[config.mk]
export PLATFORM = sky130hd
export DESIGN_NAME = premod_word_streamer
export DESIGN_NICKNAME = d
export VERILOG_FILES = /design/src/rtl/pms_pkg.sv /design/src/rtl/pms_phase_gen.sv /design/src/rtl/pms_serializer.sv /design/src/rtl/premod_word_streamer.sv
export SDC_FILE = /design/constraint.sdc
export NUM_CORES = 1
export LEC_CHECK = 0
export CAP_MARGIN = 20
export CORE_ASPECT_RATIO = 1.75
export CORE_MARGIN = 2
export CORE_UTILIZATION = 53
export CTS_CLUSTER_DIAMETER = 150
export CTS_CLUSTER_SIZE = 30
export DETAILED_ROUTE_END_ITERATION = 12
export PLACE_DENSITY = 0.86
export SYNTH_ARGS = -nofsm -noshare
export SYNTH_HDL_FRONTEND = slang
export SYNTH_SLANG_ARGS = --single-unit
[constraint.sdc]
create_clock -name clk -period 2.3 [get_ports clk]
set_input_delay 0.23 -clock clk [delete_from_list [all_inputs] [get_ports clk]]
set_output_delay 0.23 -clock clk [all_outputs]
set_load 0.02 [all_outputs]
[src/rtl/pms_pkg.sv]
package pms_pkg;

    typedef enum logic [2:0] {
        G_IDLE,
        G_SOLO,
        G_PAIR_A,
        G_PAIR_B,
        G_PIX
    } gen_state_t;

    typedef enum logic {
        S_IDLE,
        S_SHIFT
    } ser_state_t;

endpackage

[src/rtl/pms_phase_gen.sv]
module pms_phase_gen
    import pms_pkg::*;
#(
    parameter int PHASES = 12,
    parameter int SLACK  = 4,
    parameter int CODE_W = 4,
    parameter int CNT_W  = 8,
    parameter int ROWS   = 8,
    parameter int COLS   = 4,
    parameter int PIX_W  = 16,
    localparam int TPH    = PHASES + SLACK,
    localparam int PH_W   = $clog2(TPH),
    localparam int PTR_W  = $clog2(TPH + 1),
    localparam int ROW_W  = $clog2(ROWS),
    localparam int COL_W  = $clog2(COLS),
    localparam int NIBS   = PIX_W / CODE_W,
    localparam int NIB_W  = $clog2(NIBS),
    localparam int TA_W   = PH_W + CODE_W,
    localparam int PA_W   = 1 + ROW_W + COL_W
) (
    input  logic             clk,
    input  logic             rst_n,
    input  logic             req_valid,
    output logic             req_ready,
    input  logic [CNT_W-1:0] req_count,
    input  logic [CODE_W-1:0] req_level,
    input  logic             req_pixel,
    input  logic [ROW_W-1:0] req_row,
    input  logic             req_odd_frame,
    output logic [TA_W-1:0]  tbl_addr,
    output logic [PA_W-1:0]  pix_addr,
    input  logic [PIX_W-1:0] pix_data,
    input  logic             word_ready,
    output logic             word_valid
);

    gen_state_t        st, st_n;
    logic [PTR_W-1:0]  ph, ph_n;
    logic [CODE_W-1:0] lvl, lvl_n;
    logic [CNT_W-1:0]  left, left_n;
    logic [COL_W-1:0]  col, col_n;
    logic [NIB_W-1:0]  nib, nib_n;
    logic [ROW_W-1:0]  row, row_n;
    logic              frm, frm_n;
    logic [CODE_W-1:0] code;

    function automatic logic [PTR_W-1:0] fold(input logic [PTR_W-1:0] p);
        if (p >= PTR_W'(PHASES))
            return p - PTR_W'(PHASES);
        return p;
    endfunction

    // next-state and pointer stepping
    always_comb begin
        st_n   = st;
        ph_n   = ph;
        lvl_n  = lvl;
        left_n = left;
        col_n  = col;
        nib_n  = nib;
        row_n  = row;
        frm_n  = frm;
        unique case (st)
            G_IDLE: begin
                if (req_valid && req_count != '0) begin
                    lvl_n = req_level;
                    row_n = req_row;
                    frm_n = req_odd_frame;
                    col_n = '0;
                    nib_n = '0;
                    if (req_pixel) begin
                        left_n = req_count;
                        st_n   = G_PIX;
                    end else begin
                        left_n = req_count >> 1;
                        st_n   = req_count[0] ? G_SOLO : G_PAIR_A;
                    end
                end
            end
            G_SOLO: begin
                if (word_ready) begin
                    ph_n = ph + PTR_W'(1);
                    st_n = (left == '0) ? G_IDLE : G_PAIR_A;
                end
            end
            G_PAIR_A: begin
                if (word_ready) begin
                    ph_n = ph + PTR_W'(1);
                    st_n = G_PAIR_B;
                end
            end
            G_PAIR_B: begin
                if (word_ready) begin
                    ph_n   = fold(ph + PTR_W'(1));
                    left_n = left - CNT_W'(1);
                    st_n   = (left == CNT_W'(1)) ? G_IDLE : G_PAIR_A;
                end
            end
            G_PIX: begin
                if (word_ready) begin
                    nib_n = nib + NIB_W'(1);
                    if (nib == NIB_W'(NIBS - 1)) begin
                        ph_n   = fold(ph + PTR_W'(1));
                        col_n  = col + COL_W'(1);
                        left_n = left - CNT_W'(1);
                        if (left == CNT_W'(1))
                            st_n = G_IDLE;
                    end else begin
                        ph_n = ph + PTR_W'(1);
                    end
                end
            end
            default: st_n = G_IDLE;
        endcase
    end

    // state register
    always_ff @(posedge clk or negedge rst_n) begin
        if (!rst_n) begin
            st   <= G_IDLE;
            ph   <= '0;
            lvl  <= '0;
            left <= '0;
            col  <= '0;
            nib  <= '0;
            row  <= '0;
            frm  <= 1'b0;
        end else begin
            st   <= st_n;
            ph   <= ph_n;
            lvl  <= lvl_n;
            left <= left_n;
            col  <= col_n;
            nib  <= nib_n;
            row  <= row_n;
            frm  <= frm_n;
        end
    end

    // outputs
    always_comb begin
        code = lvl;
        if (st == G_PIX) begin
            for (int k = 0; k < NIBS; k++)
                if (nib == NIB_W'(k))
                    code = pix_data[k*CODE_W +: CODE_W];
        end
        tbl_addr   = {ph[PH_W-1:0], code};
        pix_addr   = {frm, row, col};
        req_ready  = (st == G_IDLE);
        word_valid = (st != G_IDLE) && word_ready;
    end

    assert_pair_wrap_R3: assert property (@(posedge clk) disable iff (!rst_n)
        (st == G_PAIR_B && word_valid) |=> (ph < PTR_W'(PHASES)));

    assert_ptr_span_R3: assert property (@(posedge clk) disable iff (!rst_n)
        word_valid |-> (ph < PTR_W'(TPH)));

    assert_solo_nowrap_R4: assert property (@(posedge clk) disable iff (!rst_n)
        (st == G_SOLO && word_valid) |=> (ph == $past(ph) + PTR_W'(1)));

    assert_group_wrap_R5: assert property (@(posedge clk) disable iff (!rst_n)
        (st == G_PIX && word_valid && nib == NIB_W'(NIBS - 1)) |=> (ph < PTR_W'(PHASES)));

    assert_busy_after_accept_R10: assert property (@(posedge clk) disable iff (!rst_n)
        (req_valid && req_ready && req_count != '0) |=> !req_ready);

endmodule

[src/rtl/pms_serializer.sv]
module pms_serializer
    import pms_pkg::*;
#(
    parameter int WORD_W = 32,
    localparam int BC_W  = $clog2(WORD_W)
) (
    input  logic              clk,
    input  logic              rst_n,
    input  logic              in_valid,
    input  logic [WORD_W-1:0] in_word,
    output logic              in_ready,
    output logic              sdata,
    output logic              bit_valid,
    output logic              underflow
);

    ser_state_t        st, st_n;
    logic [WORD_W-1:0] hold_q;
    logic              hold_full;
    logic [WORD_W-1:0] shreg;
    logic [BC_W-1:0]   bcnt;
    logic              last_bit;
    logic              load;

    // next-state
    always_comb begin
        last_bit = (bcnt == BC_W'(WORD_W - 1));
        load     = 1'b0;
        st_n     = st;
        unique case (st)
            S_IDLE: begin
                if (hold_full) begin
                    load = 1'b1;
                    st_n = S_SHIFT;
                end
            end
            S_SHIFT: begin
                if (last_bit) begin
                    if (hold_full)
                        load = 1'b1;
                    else
                        st_n = S_IDLE;
                end
            end
            default: st_n = S_IDLE;
        endcase
    end

    // state register and datapath
    always_ff @(posedge clk or negedge rst_n) begin
        if (!rst_n) begin
            st        <= S_IDLE;
            hold_q    <= '0;
            hold_full <= 1'b0;
            shreg     <= '0;
            bcnt      <= '0;
            underflow <= 1'b0;
        end else begin
            st        <= st_n;
            underflow <= (st == S_SHIFT) && last_bit && !hold_full;
            if (load) begin
                shreg     <= hold_q;
                bcnt      <= '0;
                hold_full <= 1'b0;
            end else begin
                if (in_valid && !hold_full) begin
                    hold_q    <= in_word;
                    hold_full <= 1'b1;
                end
                if (st == S_SHIFT) begin
                    shreg <= (st_n == S_IDLE) ? '0 : {shreg[WORD_W-2:0], 1'b0};
                    bcnt  <= bcnt + BC_W'(1);
                end
            end
        end
    end

    // outputs
    always_comb begin
        in_ready  = !hold_full;
        bit_valid = (st == S_SHIFT);
        sdata     = (st == S_SHIFT) ? shreg[WORD_W-1] : 1'b0;
    end

    assert_idle_low_R1: assert property (@(posedge clk) disable iff (!rst_n)
        !bit_valid |-> !sdata);

    assert_back_to_back_R7: assert property (@(posedge clk) disable iff (!rst_n)
        (st == S_SHIFT && last_bit && hold_full) |=> (bit_valid && bcnt == '0));

    assert_underflow_quiet_R8: assert property (@(posedge clk) disable iff (!rst_n)
        underflow |-> (!bit_valid && !sdata));

    assert_underflow_single_R8: assert property (@(posedge clk) disable iff (!rst_n)
        underflow |=> !underflow);

endmodule

[src/rtl/premod_word_streamer.sv]
module premod_word_streamer (
    input  logic        clk,
    input  logic        rst_n,
    input  logic        req_valid,
    output logic        req_ready,
    input  logic [7:0]  req_count,
    input  logic [3:0]  req_level,
    input  logic        req_pixel,
    input  logic [2:0]  req_row,
    input  logic        req_odd_frame,
    output logic [7:0]  tbl_addr,
    input  logic [31:0] tbl_data,
    output logic [5:0]  pix_addr,
    input  logic [15:0] pix_data,
    output logic        sdata,
    output logic        bit_valid,
    output logic        underflow
);

    localparam int PHASES = 12;
    localparam int SLACK  = 4;
    localparam int WORD_W = 32;

    logic word_ready;
    logic word_valid;

    pms_phase_gen #(
        .PHASES (PHASES),
        .SLACK  (SLACK),
        .CODE_W (4),
        .CNT_W  (8),
        .ROWS   (8),
        .COLS   (4),
        .PIX_W  (16)
    ) u_gen (
        .clk           (clk),
        .rst_n         (rst_n),
        .req_valid     (req_valid),
        .req_ready     (req_ready),
        .req_count     (req_count),
        .req_level     (req_level),
        .req_pixel     (req_pixel),
        .req_row       (req_row),
        .req_odd_frame (req_odd_frame),
        .tbl_addr      (tbl_addr),
        .pix_addr      (pix_addr),
        .pix_data      (pix_data),
        .word_ready    (word_ready),
        .word_valid    (word_valid)
    );

    pms_serializer #(
        .WORD_W (WORD_W)
    ) u_ser (
        .clk       (clk),
        .rst_n     (rst_n),
        .in_valid  (word_valid),
        .in_word   (tbl_data),
        .in_ready  (word_ready),
        .sdata     (sdata),
        .bit_valid (bit_valid),
        .underflow (underflow)
    );

endmodule

**Word-level counts from Yosys, hierarchy flattened**

Cells that the tools add are included.

- Bitwise gates (word level): 2
- Reduce and logical (&&, ||, !) cells: 24
- Equality and inequality tests: 17
- Order comparisons: 1
- Add/sub/neg operators: 6
- Multiplexer cells: 56

Operator list:

| cell | number |
|---|---|
| $mux W32 | 3 |
| $mux W5 | 9 |
| $mux W8 | 5 |
| $mux W3 | 8 |
| $pmux W8 S3 | 1 |
| $mux W4 | 5 |
| $pmux W3 S5 | 1 |
| $pmux W5 S3 | 1 |
| $mux W2 | 7 |
| $mux W1 | 12 |
| $add A5 B1 Y5 const B | 2 |
| $ne A2 B2 Y1 const B | 5 |
| $reduce_bool A3 Y1 | 3 |
| $eq A8 B1 Y1 const B | 1 |
| $logic_not A8 Y1 | 1 |
| $pmux W2 S2 | 2 |
| $reduce_and A4 Y1 | 2 |
| $reduce_bool A8 Y1 | 1 |
| $sub A8 B1 Y8 const B | 1 |
| $reduce_and A7 Y1 | 1 |
| $eq A3 B2 Y1 const B | 2 |
| $ne A2 B1 Y1 const B | 3 |
| $reduce_bool A2 Y1 | 3 |
| $eq A5 B5 Y1 const B | 1 |
| other kinds (17) | 26 |

- Register bits after elaboration: 100
- Bits of input ports: 68

**Logic depth before layout (Yosys ltp)**

- Word-level depth: 10
- Gate-level depth with buffers: 9
- Gate-level depth less buffers: 7

**Hierarchy**

A second synthesis with hierarchy kept.

- Cell total of the unflattened synthesis: 482
- Area, all modules: 5335.1 µm²

By module, submodules not included:

| module | seq. area each (µm²) | cells an instance | area an instance (µm²) | instances |
|---|---|---|---|---|
| pms_serializer | 1801.7 | 245 | 3196.8 | 1 |
| pms_phase_gen | 700.7 | 237 | 2138.3 | 1 |

**Least setup slack after synthesis**

No wires, ideal clock.

- Path kind: flip-flop to output port
- Start point: register u_gen.st[1]
- End point: output port tbl_addr[0]
- Data arrival time: 1.800 ns
- Slack: 0.270 ns
- Cell stages (with the launch flop): 6
- Buffers on the path: 3
- Path through: dfrtp_1 buf_2 or3b_1 clkbuf_1 clkbuf_1 o31ai_1

- Longest elaborated chain between the ends: 2

RTL lines:

| what | line | source |
|---|---|---|
| start, declared | pms_phase_gen.sv:37 | `gen_state_t st, st_n;` |
| start signal, assigned | pms_phase_gen.sv:129 | `st <= st_n;` |
| $eq A3 B3 Y1 | pms_phase_gen.sv:143 | `if (st == G_PIX) begin` |
| $mux W4 | pms_phase_gen.sv:143 |  |
| end, declared | premod_word_streamer.sv:11 | `output logic [7:0] tbl_addr,` |

Every way passes these cells.

**Final worst setup path**

- Start point: register u_gen.nib[0]
- End point: output port tbl_addr[3]

- Longest elaborated chain between the ends: 6
- Elaborated cells between the ends (all ways): 9

RTL lines:

| what | line | source |
|---|---|---|
| start, declared | pms_phase_gen.sv:42 | `logic [NIB_W-1:0] nib, nib_n;` |
| start signal, assigned | pms_phase_gen.sv:134 | `nib <= nib_n;` |
| $logic_not A2 Y1 | pms_phase_gen.sv:145 | `if (nib == NIB_W'(k))` |
| $mux W4 (3 in series) | pms_phase_gen.sv:145 |  |
| $mux W4 * | pms_phase_gen.sv:145 |  |
| $mux W4 * | pms_phase_gen.sv:143 |  |

Mark *: on every way between the ends. The rest lies on a longest branch, timed or not.

==> metrics.md <==
| Metric | Value |
|---|---|
| Largest net degree at the start of global routing | 49 |
| Root cell of the clock tree | clkbuf_16 |
| Number of clock sinks | 100 |
| Slew headroom | 0.616 |
| Crit path from | u_gen.nib[0] |
| Synth Instances | 452 |
| Hold Fails Final Rpt | 0 |
| WS Path Type | reg2out |
| Asr flop ratio synth | 1.00 |
| Status | complete, no violations |
| Total power | 7.57 mW |
| Number of diodes | 0 |
| Layout cells sized above 1 | 0.180 |
| Crit share post-route | 0.957 |
| Filler cells | about 700 |
| Initial Utilization | 0.539 |
| FF-to-FF path depth | 8 |
| Worst slew pin tran | around 0.57 ns |
| EDFF count, synth | 0 |
| Maxcap violations | 0 |
| Rows | 47 |
| Area delta synth->final | 26.6% |
| Io pins | 86 |
| Port Buf Inserts | 85 |
| Total nets after synthesis | 530 |
| Most frequent cells in the layout | dfrtp_1 (99), clkdlybuf4s50_1 (80), inv_1 (40) |
| Pwr dens | 1180 nW/um2 |
| # DRC | 0 |
| Hold WC Path Type | in2async |
| Synth cell types | 62 |
| Final instance area | 6420 um2 |
| Data arrival time of the worst path | 1.97 ns |
| Clock Latency Late Sink | ~0.34 ns |
| Worst Setup Start Kind | register |
| Worst-path clk slew | 0.06 ns |
| Number of global-route vias before repair | ~4200 |
| Die ar. | 10400 um2 |
| Area of the mapped netlist | about 5000 um2 |
| Max Clock Skew | 0.00583 ns |
| #FFs+latches synth | 100 |
| CTS H-tree lvls | 3 |
| Slew Viols, Final | 0 |
| Multi-input gate area | about 2300 um2 |
| CTS tree | yes |
| CP Max Fanout | 8 |
| Final nets | between 600 and 700 |
| Crit path to | tbl_addr[3] |
| Period minus WS final | 2.20 ns |
| Post-synthesis sequential area ratio | 0.493 |
| Final HPWL DP | about 8.5 mm |
| Worst R2R Setup Slack | 0.12 ns |
| Cell Area, Placed | 6100 um2 |
| Overflow after GRT | 0 |
| Die Wd | 78.0 um |
| Vias per cell | 6.07 |
| Commonest non-fill, non-tap cell in the layout | dfrtp_1 |
| Iteration-0 DRC Markers | 346 |
| DR WL/cell | 17.9 um |
| Global-route wire length before repair | 19.7 mm |
| Reg2reg end | u_ser.shreg[9] |
| Core ar. | 9410 um2 |
| DR pass1 iterations | 7 |
| Leak | a little under 3 nW |
| Total track usage | 0.238 |
| Initial antenna violation count | 0 |
| Seq. cell area | about 2500 um2 |
| FMAX | 0.454 GHz |
| Worst setup EP type | output port |
| Die Ht | 133 um |
| DRT antenna net count | 0 |
| Top_reg_cell synth | dfrtp_1 |
| Number of buffers created by CTS | 9 |
| WP data required | 2.07 ns |
| Syn avg cell area | 11.2 um2 |
| # setup viols final | 0 |
| Via count | 4038 |
| Ys Warns | 0 |
| Worst r2r src | u_ser.bcnt[0] |
| Clk buf depth | 2 |
| Max VDD drop | 0.000715 V |
| WL final | 11.9 mm |
| GPL Wtd Cong | 0.875 |
[routing by layer]
metal	vias up	GRT usage	wire, um
li1	1864	-	-
met1	2025	0.268	4410
met2	130	0.439	6730
met3	19	0.0400	527
met4	0	0.0994	264
met5	-	0	0
[cell type report]
cell class                 count  share of cell area
multi-input combinational    276               0.355
inverter                      41              0.0240
tap                          122              0.0238
sequential                   100               0.390
clock inverter                 4             0.00409
clock buffer                  10              0.0372
timing repair buffer         112               0.166
[cells by family (layout without fill, tap and decap cells)]
family,count (synthesis),in the layout,synth area share
AND/OR/NAND/NOR,85,85,0.0925
flip-flops,100,100,0.493
adder cells (fa/ha/maj),10,10,0.0247
buffers and inverters,76,167,0.0617
multiplexers,64,64,0.138
AO/OA/AOI/OAI,109,109,0.176
XOR/XNOR,8,8,0.0138
[how the worst min path moves through the flow]
stage	startpoint	to	slack, ns
finish	rst_n	u_ser.shreg[24]	0.36
CTS	rst_n	u_ser.shreg[29]	0.37
global route	rst_n	u_ser.shreg[29]	0.41
global placement	rst_n	u_ser.hold_q[26]	0.19
floorplan	rst_n	u_gen.col[0]	-0.07
detailed placement	rst_n	u_ser.shreg[24]	0.19
[cells in the mapped netlist, drive strengths merged (3+ instances only)]
cell / instances / area share
nor2: 16 / 0.012
o22ai: 5 / 0.0062
ha: 10 / 0.025
o21ai: 12 / 0.012
a21oi: 16 / 0.016
a222oi: 31 / 0.061
nor3: 5 / 0.0059
nand3: 6 / 0.0059
o22a: 4 / 0.0069
a211oi: 5 / 0.0074
nand2: 21 / 0.016
a221oi: 4 / 0.012
xor2: 4 / 0.0069
inv: 40 / 0.030
mux2: 44 / 0.098
nand4: 3 / 0.0037
mux2i: 20 / 0.039
buf: 14 / 0.016
clkbuf: 21 / 0.016
o31ai: 5 / 0.0074
xnor2: 4 / 0.0069
or2: 3 / 0.0037
nand2b: 3 / 0.0037
or4: 4 / 0.0089
nor2b: 3 / 0.0037
and3: 8 / 0.0099
dfrtp: 100 / 0.49
a2111oi: 3 / 0.0052
[sequential cells by signal, indices dropped and copies added (netlist names)]
register and count:
u_gen.row 3, u_gen.nib 2, u_ser.hold_q 32, u_gen.st 3
u_gen.frm 1, u_gen.ph 5, u_ser.underflow 1, u_ser.hold_full 1
u_ser.bit_valid 1, u_gen.lvl 4, u_ser.shreg 32, u_ser.bcnt 5
u_gen.left 8, u_gen.col 2
[power breakdown]
part / leakage, nW / switching [mW] / internal, mW / total (mW)
clock: 0.131 / 0.624 / 0.750 / 1.37
combinational: 1.57 / 1.55 / 1.60 / 3.15
sequential: 1.24 / 0.540 / 2.50 / 3.04
total: 2.94 / 2.71 / 4.85 / 7.57
[what timing repair did]
action                     in CTS  in global routing
hold endpoints to repair       29                  0
resized for setup              16                  9
pin swaps                       0                  1
hold buffers                    1                  0
setup endpoints to repair       5                  8
setup buffers                   0                  4
[critical path, stage by stage, from the launching register on]
cell and delay (ns):
dfrtp_1 0.41, buf_4 0.15, ha_1 0.28, o21ai_1 0.17
mux2i_1 0.08, o31ai_1 0.23, clkdlybuf4s15_2 0.31
[stage by stage]
| step | TNS (ns) | hold WS, ns | util | setup slack (ns) | cells |
|---|---|---|---|---|---|
| after detailed placement | -0.00572 | 0.194 | 0.649 | -0.00572 | 646 |
| after floorplan | 0 | -0.0656 | - | 0.270 | 452 |
| after global placement | 0 | 0.188 | 0.649 | 0.117 | 646 |
| after CTS | 0 | 0.369 | 0.678 | 0.000220 | 661 |
| final | 0 | 0.364 | 0.682 | 0.0997 | 665 |
| after global routing | -0.00517 | 0.411 | 0.682 | -0.00517 | 665 |
Power figures use the tool's default switching activity.
